File: src/rtl/mptx_pkg.sv
package mptx_pkg;

    typedef struct packed {
        logic wide;      // 8 data bits when set
        logic par_en;    // parity bit appended
        logic two_stop;  // second stop bit
        logic odd;       // odd parity sense
        logic mp_on;     // multiprocessor marker inserted
    } mptx_fmt_t;

endpackage

File: src/rtl/mptx_hold.sv
module mptx_hold #(
    parameter int DATA_W = 8
) (
    input  logic              clk,
    input  logic              rst_n,
    input  logic              wr_en,
    input  logic [DATA_W-1:0] wr_data,
    input  logic              wr_mpb,
    input  logic              take,
    output logic [DATA_W-1:0] data_o,
    output logic              mpb_o,
    output logic              full_o
);

    typedef struct packed {
        logic [DATA_W-1:0] data;
        logic              mpb;
        logic              full;
    } hold_t;

    hold_t hold_d, hold_q;

    always_comb begin
        hold_d = hold_q;
        if (take) begin
            hold_d.full = 1'b0;
        end
        if (wr_en) begin
            hold_d.data = wr_data;
            hold_d.mpb  = wr_mpb;
            hold_d.full = 1'b1;
        end
    end

    always_ff @(posedge clk or negedge rst_n) begin
        if (!rst_n) begin
            hold_q <= '0;
        end else begin
            hold_q <= hold_d;
        end
    end

    assign data_o = hold_q.data;
    assign mpb_o  = hold_q.mpb;
    assign full_o = hold_q.full;

    AST_WRITE_FILLS: assert property (@(posedge clk) disable iff (!rst_n)
        wr_en |=> full_o);
    AST_TAKE_EMPTIES: assert property (@(posedge clk) disable iff (!rst_n)
        (take && !wr_en) |=> !full_o);

endmodule

File: src/rtl/mptx_frame.sv
module mptx_frame
    import mptx_pkg::*;
#(
    parameter int DATA_W  = 8,
    parameter int FRAME_W = DATA_W + 5,
    parameter int CNT_W   = $clog2(FRAME_W)
) (
    input  logic [DATA_W-1:0]  data,
    input  logic               mpb,
    input  mptx_fmt_t          fmt,
    output logic [FRAME_W-1:0] frame_o,
    output logic [CNT_W-1:0]   last_idx_o
);

    logic [DATA_W-1:0] mask;
    logic              par_bit;
    logic [CNT_W-1:0]  pos;

    always_comb begin
        mask = fmt.wide ? {DATA_W{1'b1}} : {1'b0, {(DATA_W-1){1'b1}}};
        par_bit = (^(data & mask)) ^ fmt.odd;
        frame_o    = '1;
        frame_o[0] = 1'b0;
        pos = CNT_W'(1);
        for (int i = 0; i < DATA_W; i++) begin
            if (mask[i]) begin
                frame_o[pos] = data[i];
                pos = pos + CNT_W'(1);
            end
        end
        if (fmt.mp_on) begin
            frame_o[pos] = mpb;
            pos = pos + CNT_W'(1);
        end
        if (fmt.par_en) begin
            frame_o[pos] = par_bit;
            pos = pos + CNT_W'(1);
        end
        pos = pos + (fmt.two_stop ? CNT_W'(2) : CNT_W'(1));
        last_idx_o = pos - CNT_W'(1);
    end

endmodule

File: src/rtl/mptx_shift.sv
module mptx_shift #(
    parameter int FRAME_W = 13,
    parameter int CNT_W   = $clog2(FRAME_W)
) (
    input  logic               clk,
    input  logic               rst_n,
    input  logic               tx_en,
    input  logic               bit_tick,
    input  logic               pending,
    input  logic [FRAME_W-1:0] frame,
    input  logic [CNT_W-1:0]   last_idx,
    output logic               load_o,
    output logic               txd_o
);

    typedef struct packed {
        logic               busy;
        logic [FRAME_W-1:0] sr;
        logic [CNT_W-1:0]   cnt;
    } shift_t;

    shift_t sh_d, sh_q;
    logic   on_last;

    always_comb begin
        sh_d    = sh_q;
        on_last = sh_q.busy && (sh_q.cnt == '0);
        load_o  = tx_en && bit_tick && pending && (!sh_q.busy || on_last);
        if (!tx_en) begin
            sh_d.busy = 1'b0;
        end else if (bit_tick) begin
            if (load_o) begin
                sh_d.busy = 1'b1;
                sh_d.sr   = frame;
                sh_d.cnt  = last_idx;
            end else if (on_last) begin
                sh_d.busy = 1'b0;
            end else if (sh_q.busy) begin
                sh_d.sr  = {1'b1, sh_q.sr[FRAME_W-1:1]};
                sh_d.cnt = sh_q.cnt - CNT_W'(1);
            end
        end
    end

    always_ff @(posedge clk or negedge rst_n) begin
        if (!rst_n) begin
            sh_q <= '{busy: 1'b0, sr: '1, cnt: '0};
        end else begin
            sh_q <= sh_d;
        end
    end

    assign txd_o = sh_q.busy ? sh_q.sr[0] : 1'b1;

    AST_START_LOW: assert property (@(posedge clk) disable iff (!rst_n)
        load_o |=> !txd_o);
    AST_ABORT_HIGH: assert property (@(posedge clk) disable iff (!rst_n)
        !tx_en |=> txd_o);
    AST_HOLD_NO_TICK: assert property (@(posedge clk) disable iff (!rst_n)
        (tx_en && !bit_tick && $past(tx_en)) |=> $stable(txd_o));

endmodule

File: src/rtl/mptx_top.sv
module mptx_top
    import mptx_pkg::*;
#(
    parameter int DATA_W = 8
) (
    input  logic              clk,
    input  logic              rst_n,
    input  logic              wr_en,
    input  logic [DATA_W-1:0] wr_data,
    input  logic              wr_mpb,
    input  logic              tx_en,
    input  logic              fmt_8bit,
    input  logic              fmt_par,
    input  logic              fmt_2stop,
    input  logic              par_odd,
    input  logic              mp_mode,
    input  logic              bit_tick,
    output logic              txd,
    output logic              tdre
);

    localparam int FRAME_W = DATA_W + 5;
    localparam int CNT_W   = $clog2(FRAME_W);

    mptx_fmt_t          fmt;
    logic [DATA_W-1:0]  held_data;
    logic               held_mpb;
    logic               held_full;
    logic               load;
    logic [FRAME_W-1:0] frame;
    logic [CNT_W-1:0]   last_idx;

    assign fmt = '{wide: fmt_8bit, par_en: fmt_par, two_stop: fmt_2stop,
                   odd: par_odd, mp_on: mp_mode};

    mptx_hold #(.DATA_W(DATA_W)) i_hold (
        .clk     (clk),
        .rst_n   (rst_n),
        .wr_en   (wr_en),
        .wr_data (wr_data),
        .wr_mpb  (wr_mpb),
        .take    (load),
        .data_o  (held_data),
        .mpb_o   (held_mpb),
        .full_o  (held_full)
    );

    mptx_frame #(.DATA_W(DATA_W), .FRAME_W(FRAME_W), .CNT_W(CNT_W)) i_frame (
        .data       (held_data),
        .mpb        (held_mpb),
        .fmt        (fmt),
        .frame_o    (frame),
        .last_idx_o (last_idx)
    );

    mptx_shift #(.FRAME_W(FRAME_W), .CNT_W(CNT_W)) i_shift (
        .clk      (clk),
        .rst_n    (rst_n),
        .tx_en    (tx_en),
        .bit_tick (bit_tick),
        .pending  (held_full),
        .frame    (frame),
        .last_idx (last_idx),
        .load_o   (load),
        .txd_o    (txd)
    );

    assign tdre = !held_full;

    AST_WRITE_CLEARS_TDRE: assert property (@(posedge clk) disable iff (!rst_n)
        wr_en |=> !tdre);
    AST_TDRE_SET_ON_LOAD: assert property (@(posedge clk) disable iff (!rst_n)
        (load && !wr_en) |=> tdre);
    AST_ABORT_KEEPS_TDRE: assert property (@(posedge clk) disable iff (!rst_n)
        (!tx_en && !wr_en) |=> $stable(tdre));
    AST_NO_LOAD_DISABLED: assert property (@(posedge clk) disable iff (!rst_n)
        !tx_en |-> !load);

endmodule

File: config.mk
export PLATFORM = sky130hd
export DESIGN_NAME = mptx_top
export DESIGN_NICKNAME = d
export VERILOG_FILES = /design/src/rtl/mptx_pkg.sv /design/src/rtl/mptx_hold.sv /design/src/rtl/mptx_frame.sv /design/src/rtl/mptx_shift.sv /design/src/rtl/mptx_top.sv
export SDC_FILE = /design/constraint.sdc
export NUM_CORES = 1
export LEC_CHECK = 0
export ABC_AREA = 1
export BUFFER_PORTS_ARGS = -buffer_cell sky130_fd_sc_hd__buf_2
export CAP_MARGIN = 20
export CORE_ASPECT_RATIO = 0.7
export CORE_MARGIN = 10
export CORE_UTILIZATION = 35
export CTS_CLUSTER_DIAMETER = 60
export DETAILED_ROUTE_END_ITERATION = 8
export MAX_ROUTING_LAYER = met4
export PLACE_DENSITY_LB_ADDON = 0.2
export SYNTH_ARGS = -nofsm -noshare
export SYNTH_HDL_FRONTEND = slang
export SYNTH_SLANG_ARGS = --single-unit
File: constraint.sdc
create_clock -name clk -period 3.1 [get_ports clk]
set_clock_uncertainty 0.05 [all_clocks]
set_input_delay 0.155 -clock clk [delete_from_list [all_inputs] [get_ports clk]]
set_output_delay 0.155 -clock clk [all_outputs]
set_load 0.005 [all_outputs]
==> results.cfg <==
[global_routing]
grt_pass1_wl_microns = 6000
antenna_found_initial = 0
grt_max_degree = 28
overflow = 0
grt_pass1_vias = 1271
grt_use_total_pct = 9.55

[sta]
worst_pin_slew_ns = 0.634
finalMaxSlewViolations = 0
whs_ns = 0.0237
setup_viol = 0
slew_headroom_pct = 57.7
final-hold-violation-count = 0
min_period_ns = 1.90
rsz0062_at_grt = no
max_freq_mhz = 526
setup_tns_ns = 0
period_share_pct = 61.3

[power]
clock_power_share_pct = 20.5
p_int_mw = 0.674
ir_drop_uv = 236
finalPower_mw = 1.03
leakagePower_nw = 0.875
pwr-share-seq_pct = 49.4
p_per_area_mw_per_mm2 = 562
p_switching_mw = 0.356
switching_share_pct = 34.6
comb_power_share_pct = 30.1

[setup_path]
start_kind = flop
required_ns = 3.22
crit_path_frequent_cell = nand2_2
crit_arrival_ns = 2.02
critPathSlowestCell = dfrtp_1
cp-end-kind = flop
crit_type = flop to flop
cp_max_fo = 21
crit_chain = inv_1 -> ha_1 -> nand3_2 -> nand2_2 -> nand2_2 -> inv_2 -> a21oi_1 -> o21ai_0 -> o21ai_1
path_buf_inv = 2
cp_slowest_stage_delay_ns = 0.37
critical-path-top-delay-family = simple AND/OR/NAND/NOR gates

[route]
ant_nets = 0
vias = 1266
drc = 0
drt_iter0_drc = 54
firstDrtPassIters = 4
via_per_inst = 4.60
routed_wl_microns = 3370
wire_per_inst_microns = 12.3

[clock_tree]
clk_latency_ns = 0.28
cts-hold-fix-buffers = 1
cts_tree = yes
cts_resized = 0
cts_inserted_buffers = 3
cts.htree.levels = 1
postCtsSetupRepairBufs = 0
cts.path.max_buffers = 2
clock_sinks = 27
clk_pin_slew_ns = 0.10
root_buffer = clkbuf_8

[logic_synthesis]
ys.warnings.count = 0
synthCells = 202
ys_ff_latch = 27
synth.net_count = 229
seq_area_frac_synth_pct = 41.6
synth_cell_type_count = 32
syn_area_sq_mm = 0.00166
syn_area_per_cell_sq_um = 8.23

[outcome]
status = finished, final reports clean

[die]
dieArea_sq_mm = 0.00795
floorplan.initialDensity_pct = 37.3
fp-row-count = 20
pin_count = 21
fp.dieW_microns = 102
fp.coreArea_sq_mm = 0.00445
die_y_microns = 77.6

[flow_run]
cap_viol_max_count = 0

[placement]
place_congestion = 0.719
portBuffers = 20
dpl.hpwl_microns = 2490

[layout]
fin_nets = 248
final_util_pct = 41.2
areaGrowthSynthToFinish_pct = 10.5
drive_above_1_share_pct = 30.0
num_antenna_cells = 0

[hold_path]
hp-class = input port to flop
registers in the layout, summed over array words and instances (netlist names):
name           cells
i_hold.mpb_o       1
i_shift.sh_q      17
i_hold.data_o      8
i_hold.full_o      1
cell usage in the layout, fill, tap and decap left out, drive strengths merged:
master	instances
o21bai	1
o22ai	1
buf	20
xor2	1
dlygate4sd3	1
nand2	51
xnor2	2
nand4	1
mux2	1
a22oi	1
dfrtp	15
clkbuf	3
nor3	1
inv	30
nor2	14
o21ai	22
a21oi	21
clkinvlp	1
ha	7
fa	1
nand3	13
dfstp	12
Yosys cell counts (all sizes together):
library cell | number | area share (%)
nand3 | 13 | 5.9
o21ai | 22 | 7.3
dfstp | 12 | 19
xnor2 | 2 | 1.1
fa | 1 | 1.2
nor3 | 1 | 0.30
buf | 5 | 2.8
nand2 | 51 | 13
a21oi | 21 | 7.9
mux2 | 1 | 0.68
o22ai | 1 | 0.38
o21bai | 1 | 0.45
dfrtp | 15 | 23
clkbuf | 2 | 0.45
a22oi | 1 | 0.45
nand4 | 1 | 0.38
xor2 | 1 | 0.53
nor2 | 14 | 3.5
inv | 30 | 7.1
ha | 7 | 5.3
metal layers:
layer  part of all wire, %  track usage [%]
met4                   1.9             3.65
met3                   5.1             3.01
met2                    42             13.6
met5                     0                -
met1                    51             12.3
cells by family (layout without fill, tap and decap cells):
family / after synthesis / count (layout) / synth area share, %
compound gates: 46 / 46 / 16.5
fa+ha+maj: 8 / 8 / 6.48
simple gates: 80 / 80 / 22.9
flops: 27 / 27 / 41.6
xor+xnor: 3 / 3 / 1.58
buf+inv: 37 / 55 / 10.3
mux: 1 / 1 / 0.678
worst paths after layout:
check / from / end / slack, ns / cells after the start
worst max-delay path: i_shift.sh_q[0] / i_shift.sh_q[0] / 1.20 / 9
worst min-delay path: wr_data[1] / i_hold.data_o[1] / 0.02 / 3
worst max register to register: i_shift.sh_q[0] / i_shift.sh_q[0] / 1.20 / 9
worst min register to register: i_shift.sh_q[10] / i_shift.sh_q[10] / 0.43 / 2
max in group asynchronous: rst_n / i_hold.data_o[4] / 2.22 / 2
min in group asynchronous: rst_n / i_shift.sh_q[0] / 0.37 / 2
stage by stage:
stage               cells  area, sq um  setup WS (ns)
floorplan             202         1660           1.24
global placement      270         1780           1.05
detailed placement    270         1780           1.02
CTS                   275         1840           1.15
global route          275         1840          0.883
finish                275         1840           1.20
final cells by class:
class	count	area, sq um
tap	55	68.8
inverter	30	118
sequential	27	691
clock buffer	3	41.3
multi-input combinational	138	800
timing repair buffer	21	110
clock inverter	1	7.51
fill	460	2620
power groups by stage:
| stage | combinational [mW] | sequential (mW) | clock [mW] |
|---|---|---|---|
| 2_1_floorplan | 0.249 | 0.505 | 0 |
| 3_3_place_gp | 0.310 | 0.514 | 0 |
| 3_5_place_dp | 0.313 | 0.516 | 0 |
| 4_1_cts | 0.315 | 0.511 | 0.218 |
| 5_1_grt | 0.361 | 0.520 | 0.235 |
| 6_report | 0.310 | 0.510 | 0.212 |
worst register-to-register path, delay by kind of cell (launching register included):
family,cells,cell delay (ns)
and+or+nand+nor,3,0.48
buffers and inverters,2,0.43
DFF,1,0.37
AOI/OAI and AO/OA,3,0.25
adders and majority gates,1,0.22
Power figures use the tool's default switching activity.
